$ cat src/rtl/byte_ack_pkg.sv
package byte_ack_pkg;

  // Phases of the per-byte acknowledge handshake.
  typedef enum logic [1:0] {
    ST_IDLE  = 2'd0,  // counting bits, lines free
    ST_HOLD  = 2'd1,  // clock stretched, waiting for software
    ST_SETUP = 2'd2,  // data level placed, setup countdown running
    ST_ACK   = 2'd3   // clock free, data level held through the ack pulse
  } hold_state_e;

  function automatic logic pulls_clock(hold_state_e s);
    return (s == ST_HOLD) || (s == ST_SETUP);
  endfunction

  function automatic logic pulls_data(hold_state_e s, logic nack);
    return ((s == ST_SETUP) || (s == ST_ACK)) && !nack;
  endfunction

endpackage

$ cat src/rtl/scl_edge_sync.sv
module scl_edge_sync #(
  parameter int STAGES = 2
) (
  input  logic clk,
  input  logic rst_n,
  input  logic line_in,
  output logic fall_pulse
);
  logic [STAGES:0] tap;
  logic            prev_q;

  assign tap[0] = line_in;

  generate
    for (genvar i = 0; i < STAGES; i++) begin : g_stage
      always_ff @(posedge clk or negedge rst_n) begin
        if (!rst_n) tap[i+1] <= 1'b1;
        else        tap[i+1] <= tap[i];
      end
    end
  endgenerate

  always_ff @(posedge clk or negedge rst_n) begin
    if (!rst_n) prev_q <= 1'b1;
    else        prev_q <= tap[STAGES];
  end

  assign fall_pulse = prev_q & ~tap[STAGES];

  // An edge lasts one cycle only.
  p_fall_single_r2: assert property (@(posedge clk) disable iff (!rst_n)
    fall_pulse |=> !fall_pulse);

endmodule

$ cat src/rtl/byte_bit_counter.sv
module byte_bit_counter #(
  parameter int BITS = 8
) (
  input  logic clk,
  input  logic rst_n,
  input  logic scl_fall,
  input  logic start_det,
  input  logic stop_det,
  output logic byte_end,
  output logic ack_end
);
  localparam int CW = $clog2(BITS + 1);
  localparam logic [CW-1:0] LAST_DATA = CW'(BITS - 1);
  localparam logic [CW-1:0] ACK_SLOT  = CW'(BITS);

  logic [CW-1:0] cnt_q;
  logic          skip_q;  // next fall closes a start, not a bit

  function automatic logic [CW-1:0] bump(logic [CW-1:0] c);
    return (c == ACK_SLOT) ? '0 : c + 1'b1;
  endfunction

  always_ff @(posedge clk or negedge rst_n) begin
    if (!rst_n) begin
      cnt_q  <= '0;
      skip_q <= 1'b0;
    end else if (start_det) begin
      cnt_q  <= '0;
      skip_q <= 1'b1;
    end else if (stop_det) begin
      cnt_q  <= '0;
      skip_q <= 1'b0;
    end else if (scl_fall) begin
      if (skip_q) skip_q <= 1'b0;
      else        cnt_q  <= bump(cnt_q);
    end
  end

  assign byte_end = scl_fall && !skip_q && (cnt_q == LAST_DATA);
  assign ack_end  = scl_fall && !skip_q && (cnt_q == ACK_SLOT);

  p_cnt_bound_r5: assert property (@(posedge clk) disable iff (!rst_n)
    cnt_q <= ACK_SLOT);

  p_frame_clear_r9: assert property (@(posedge clk) disable iff (!rst_n)
    (start_det || stop_det) |=> (cnt_q == '0));

endmodule

$ cat src/rtl/ack_stretch_fsm.sv
module ack_stretch_fsm
  import byte_ack_pkg::*;
#(
  parameter int SETUP_W = 8
) (
  input  logic               clk,
  input  logic               rst_n,
  input  logic               byte_end,
  input  logic               ack_end,
  input  logic               start_det,
  input  logic               stop_det,
  input  logic               mode_en,
  input  logic               ack_sel,
  input  logic               flag_clr,
  input  logic [SETUP_W-1:0] setup_cnt,
  output logic               scl_low,
  output logic               sda_low,
  output logic               flag
);
  hold_state_e        state_q;
  logic [SETUP_W-1:0] timer_q;
  logic               nack_q;
  logic               busy_q;
  logic               mode_q;
  logic               abort;

  function automatic logic [SETUP_W-1:0] tick(logic [SETUP_W-1:0] t);
    return (t == '0) ? '0 : t - 1'b1;
  endfunction

  assign abort = start_det | stop_det;

  // Transfer framing and mode capture outside transfers.
  always_ff @(posedge clk or negedge rst_n) begin
    if (!rst_n) begin
      busy_q <= 1'b0;
      mode_q <= 1'b0;
    end else begin
      if (!busy_q) mode_q <= mode_en;
      if (start_det)     busy_q <= 1'b1;
      else if (stop_det) busy_q <= 1'b0;
    end
  end

  always_ff @(posedge clk or negedge rst_n) begin
    if (!rst_n) begin
      state_q <= ST_IDLE;
      timer_q <= '0;
      nack_q  <= 1'b0;
    end else if (abort) begin
      state_q <= ST_IDLE;
    end else begin
      unique case (state_q)
        ST_IDLE:  if (byte_end && mode_q) state_q <= ST_HOLD;
        ST_HOLD:  if (flag_clr) begin
                    state_q <= ST_SETUP;
                    timer_q <= setup_cnt;
                    nack_q  <= ack_sel;
                  end
        ST_SETUP: if (timer_q == '0) state_q <= ST_ACK;
                  else               timer_q <= tick(timer_q);
        ST_ACK:   if (ack_end) state_q <= ST_IDLE;
        default:  state_q <= ST_IDLE;
      endcase
    end
  end

  assign scl_low = pulls_clock(state_q);
  assign sda_low = pulls_data(state_q, nack_q);
  assign flag    = (state_q == ST_HOLD);

  p_flag_needs_mode_r7: assert property (@(posedge clk) disable iff (!rst_n)
    $rose(flag) |-> mode_q);

  p_hold_lines_r3: assert property (@(posedge clk) disable iff (!rst_n)
    flag |-> (scl_low && !sda_low));

  p_clear_drops_flag_r4: assert property (@(posedge clk) disable iff (!rst_n)
    (flag && flag_clr && !abort) |=> !flag);

  p_release_on_expiry_r4: assert property (@(posedge clk) disable iff (!rst_n)
    (state_q == ST_SETUP && timer_q == '0 && !abort) |=> (!scl_low && state_q == ST_ACK));

  p_ack_level_steady_r10: assert property (@(posedge clk) disable iff (!rst_n)
    (state_q == ST_ACK && $past(state_q) == ST_ACK) |-> $stable(sda_low));

endmodule

$ cat src/rtl/byte_ack_hold.sv
module byte_ack_hold #(
  parameter int SYNC_STAGES = 2,
  parameter int BYTE_BITS   = 8,
  parameter int SETUP_W     = 8
) (
  input  logic               clk,
  input  logic               rst_n,
  input  logic               scl_in,
  input  logic               start_det,
  input  logic               stop_det,
  input  logic               mode_en,
  input  logic               ack_sel,
  input  logic               flag_clr,
  input  logic [SETUP_W-1:0] setup_cnt,
  output logic               scl_drive_low,
  output logic               sda_drive_low,
  output logic               ack_flag
);
  logic scl_fall;
  logic byte_end;
  logic ack_end;

  scl_edge_sync #(.STAGES(SYNC_STAGES)) u_sync (
    .clk        (clk),
    .rst_n      (rst_n),
    .line_in    (scl_in),
    .fall_pulse (scl_fall)
  );

  byte_bit_counter #(.BITS(BYTE_BITS)) u_count (
    .clk       (clk),
    .rst_n     (rst_n),
    .scl_fall  (scl_fall),
    .start_det (start_det),
    .stop_det  (stop_det),
    .byte_end  (byte_end),
    .ack_end   (ack_end)
  );

  ack_stretch_fsm #(.SETUP_W(SETUP_W)) u_fsm (
    .clk       (clk),
    .rst_n     (rst_n),
    .byte_end  (byte_end),
    .ack_end   (ack_end),
    .start_det (start_det),
    .stop_det  (stop_det),
    .mode_en   (mode_en),
    .ack_sel   (ack_sel),
    .flag_clr  (flag_clr),
    .setup_cnt (setup_cnt),
    .scl_low   (scl_drive_low),
    .sda_low   (sda_drive_low),
    .flag      (ack_flag)
  );

  p_abort_frees_lines_r9: assert property (@(posedge clk) disable iff (!rst_n)
    (start_det || stop_det) |=> (!scl_drive_low && !sda_drive_low && !ack_flag));

  p_no_edge_pair_r2: assert property (@(posedge clk) disable iff (!rst_n)
    !(byte_end && ack_end));

endmodule

$ cat config.mk
export PLATFORM = sky130hd
export DESIGN_NAME = byte_ack_hold
export DESIGN_NICKNAME = d
export VERILOG_FILES = /design/src/rtl/byte_ack_pkg.sv /design/src/rtl/scl_edge_sync.sv /design/src/rtl/byte_bit_counter.sv /design/src/rtl/ack_stretch_fsm.sv /design/src/rtl/byte_ack_hold.sv
export SDC_FILE = /design/constraint.sdc
export NUM_CORES = 1
export LEC_CHECK = 0
export ABC_AREA = 1
export CORE_MARGIN = 1.5
export CORE_UTILIZATION = 57
export CTS_CLUSTER_SIZE = 8
export DETAILED_ROUTE_END_ITERATION = 10
export GPL_ROUTABILITY_DRIVEN = 0
export PLACE_DENSITY = 0.83
export SYNTH_ARGS = -nofsm -noshare
export SYNTH_HDL_FRONTEND = slang
export SYNTH_SLANG_ARGS = --single-unit
$ cat constraint.sdc
create_clock -name clk -period 2.3 [get_ports clk]
set_input_delay 0.46 -clock clk [delete_from_list [all_inputs] [get_ports clk]]
set_output_delay 0.46 -clock clk [all_outputs]
set_load 0.02 [all_outputs]
==> out/results.ini <==
[status]
outcome = finished clean

[floorplanning]
dieWidth_um = 51.2
ios = 19
core_region_area_um2 = 2210
initial_core_util_pct = 59.9
die-height_um = 51.2
rows = 17
dieArea_um2 = 2620

[global_route]
grt_use_total_pct = 24.5
antenna_found_initial = 0
gr-total-overflow = 0
grt_pass1_wl_mm = 4.71
first_global_vias = 1133
grt_start_max_net_pins = 14

[synth]
synth_area_per_cell_um2 = 7.53
synth_area_leaders = dfrtp_1, nand2_1, ha_1, nand3_1, inv_1
syn_nets = 201
synth_cell_types = 22
synthCells = 176
yosysTopAreaCellShare_pct = 34.0
seq_area_frac_synth_pct = 39.9
ys_seq_elements = 21
ys_warn_count = 0
yosysTopAreaCell = dfrtp_1
syn-cell-area_um2 = 1330

[pwr]
netSwitchingFraction_pct = 40.8
power_frac_seq_pct = 44.1
max-vdd-ir-drop_uv = 577
p_comb_share_pct = 39.7
power.leakage_nw = 0.796
intPower_w = 0.000716
p_sw_w = 0.000493
p_per_area_nw_per_um2 = 773
clockPowerShare_pct = 16.2

[timing]
finalHoldViolCount = 0
worst_pin_slew_ns = 0.646
max_slew_margin_pct = 56.8
fin_skew_ns = 0.00380
fin_crit_ns = 2.20
rsz0062_at_grt = no
setup_slack_ns = 0.0952
whs_ns = 0.368
finalSetupTns_ns = 0
period_share_pct = 95.9
setup_viol = 0
fmax_ghz = 0.454
drv_slew = 0

[clock_tree]
htree_levels = 1
clk_pin_slew_ns = 0.13
cts_buffers = 3
clk_path_buf_depth = 2
clockRootBuffer = clkbuf_4
holdBufCountCts = 0
cts.sinks = 21
cts_tree = done
worst_skew_pair.late_latency_ns = 0.32
post_cts_buffers = 0
cts_resized = 0

[hold_path]
holdCritPathClass = reg2reg

[critical_path]
crit_fanout = 4
crit_path_top_delay_cell = clkdlybuf4s50_1
slowest_delay_ns = 0.60
critPathCaptureType = output port
cp_data_arrival_time_ns = 1.74
critPathKind = reg2out
cp-start-kind = flip-flop
path_cells = inv_1, ha_1, clkdlybuf4s50_1
cp.required_ns = 1.84

[route]
wl_met1_mm = 1.15
met3_length_um = 115
wl_met2_mm = 1.27
drt_iter0_markers = 21
drc_errors = 0
vias_per_cell = 5.11
drt-total-wl_mm = 2.59
firstDrtPassIters = 4
top_layer_used = met4
num_vias = 1150
wire_per_inst_um = 11.5
ant_nets = 0

[final_layout]
final_util_pct = 70.8
most-common-layout-cells = nand2_1, inv_1, nand3_1, dfrtp_1, clkdlybuf4s50_1
drive_gt1_share_pct = 13.7
final_common_cell = nand2_1
area_growth_pct = 18.1
fillerInstances = 198
n_antenna_cell = 0
final_nets = 223

[placement]
pre_cts_slack_ns = 0.425
hpwl_mm = 1.97
port_buffers = 18

[flow_run]
cap_violations = 0

## power by group through the flow
stage	Combinational (W)	Clock (W)	Sequential (W)
final	0.000481	0.000196	0.000533
after global routing	0.000556	0.000211	0.000546
after CTS	0.000482	0.000202	0.000532
after detailed placement	0.000479	0	0.000538
after global placement	0.000463	0	0.000533
after floorplan	0.000367	0	0.000520
## per-stage QoR
stage	std cells	area (um2)	power [W]
after detailed placement	221	1530	0.00102
after floorplan	176	1330	0.000887
after global routing	225	1570	0.00131
final	225	1570	0.00121
after CTS	225	1560	0.00122
after global placement	221	1530	0.000996
## final cells by class
class | instances | area (um2) | area share (%)
inverter | 26 | 97.6 | 6.24
tap | 28 | 35.0 | 2.24
clock inverter | 1 | 7.51 | 0.480
multi-input combinational | 125 | 668 | 42.7
clock buffer | 3 | 22.5 | 1.44
timing repair buffer | 21 | 205 | 13.1
sequential | 21 | 529 | 33.8
## per-layer routing
metal  vias up  track usage (%)
met3         5             3.51
met2        28             43.3
met4         0             11.8
met5         -                0
li1        591                -
met1       526             29.1
## worst paths after layout
kind	startpoint	to	slack (ns)	cells after the start
setup / recovery	u_fsm.state_q[0]	scl_drive_low	0.1	3
hold / removal	u_sync.tap[1]	u_sync.tap[2]	0.37	0
setup reg to reg	u_fsm.state_q[0]	u_fsm.timer_q[1]	0.47	9
hold reg to reg	u_sync.tap[1]	u_sync.tap[2]	0.37	0
max in group asynchronous	rst_n	u_fsm.timer_q[6]	1.20	2
min in group asynchronous	rst_n	u_count.cnt_q[3]	0.51	1
## cell usage after synthesis, drive strengths merged
| master | number |
|---|---|
| dfstp | 3 |
| nor2 | 19 |
| ha | 9 |
| o21ai | 14 |
| a21o | 1 |
| inv | 26 |
| buf | 3 |
| clkbuf | 1 |
| nand2 | 55 |
| xor2 | 1 |
| o22ai | 1 |
| nand3 | 21 |
| a21oi | 2 |
| mux2 | 2 |
| dfrtp | 18 |
## logic make-up (layout without fill, tap and decap cells)
| group | after synthesis | in the layout | share of synthesized area [%] |
|---|---|---|---|
| AO/OA/AOI/OAI | 18 | 18 | 8.22 |
| XOR/XNOR | 1 | 1 | 0.661 |
| adder cells (fa/ha/maj) | 9 | 9 | 8.50 |
| buffers and inverters | 30 | 51 | 9.63 |
| flip-flops | 21 | 21 | 39.9 |
| multiplexers | 2 | 2 | 1.70 |
| AND/OR/NAND/NOR | 95 | 95 | 31.3 |
## registers in the layout, summed over array words and instances (netlist names)
register,flops
u_fsm.mode_q,1
u_count.cnt_q,4
u_fsm.busy_q,1
u_sync.prev_q,1
u_sync.tap,2
u_fsm.state_q,2
u_fsm.nack_q,1
u_count.skip_q,1
u_fsm.timer_q,8
## critical path, delay by kind of cell (launching register included)
family	cells	cell delay (ns)
DFF	1	0.42
buffers and inverters	2	0.70
adders and majority gates	1	0.31
Power figures use the tool's default switching activity.
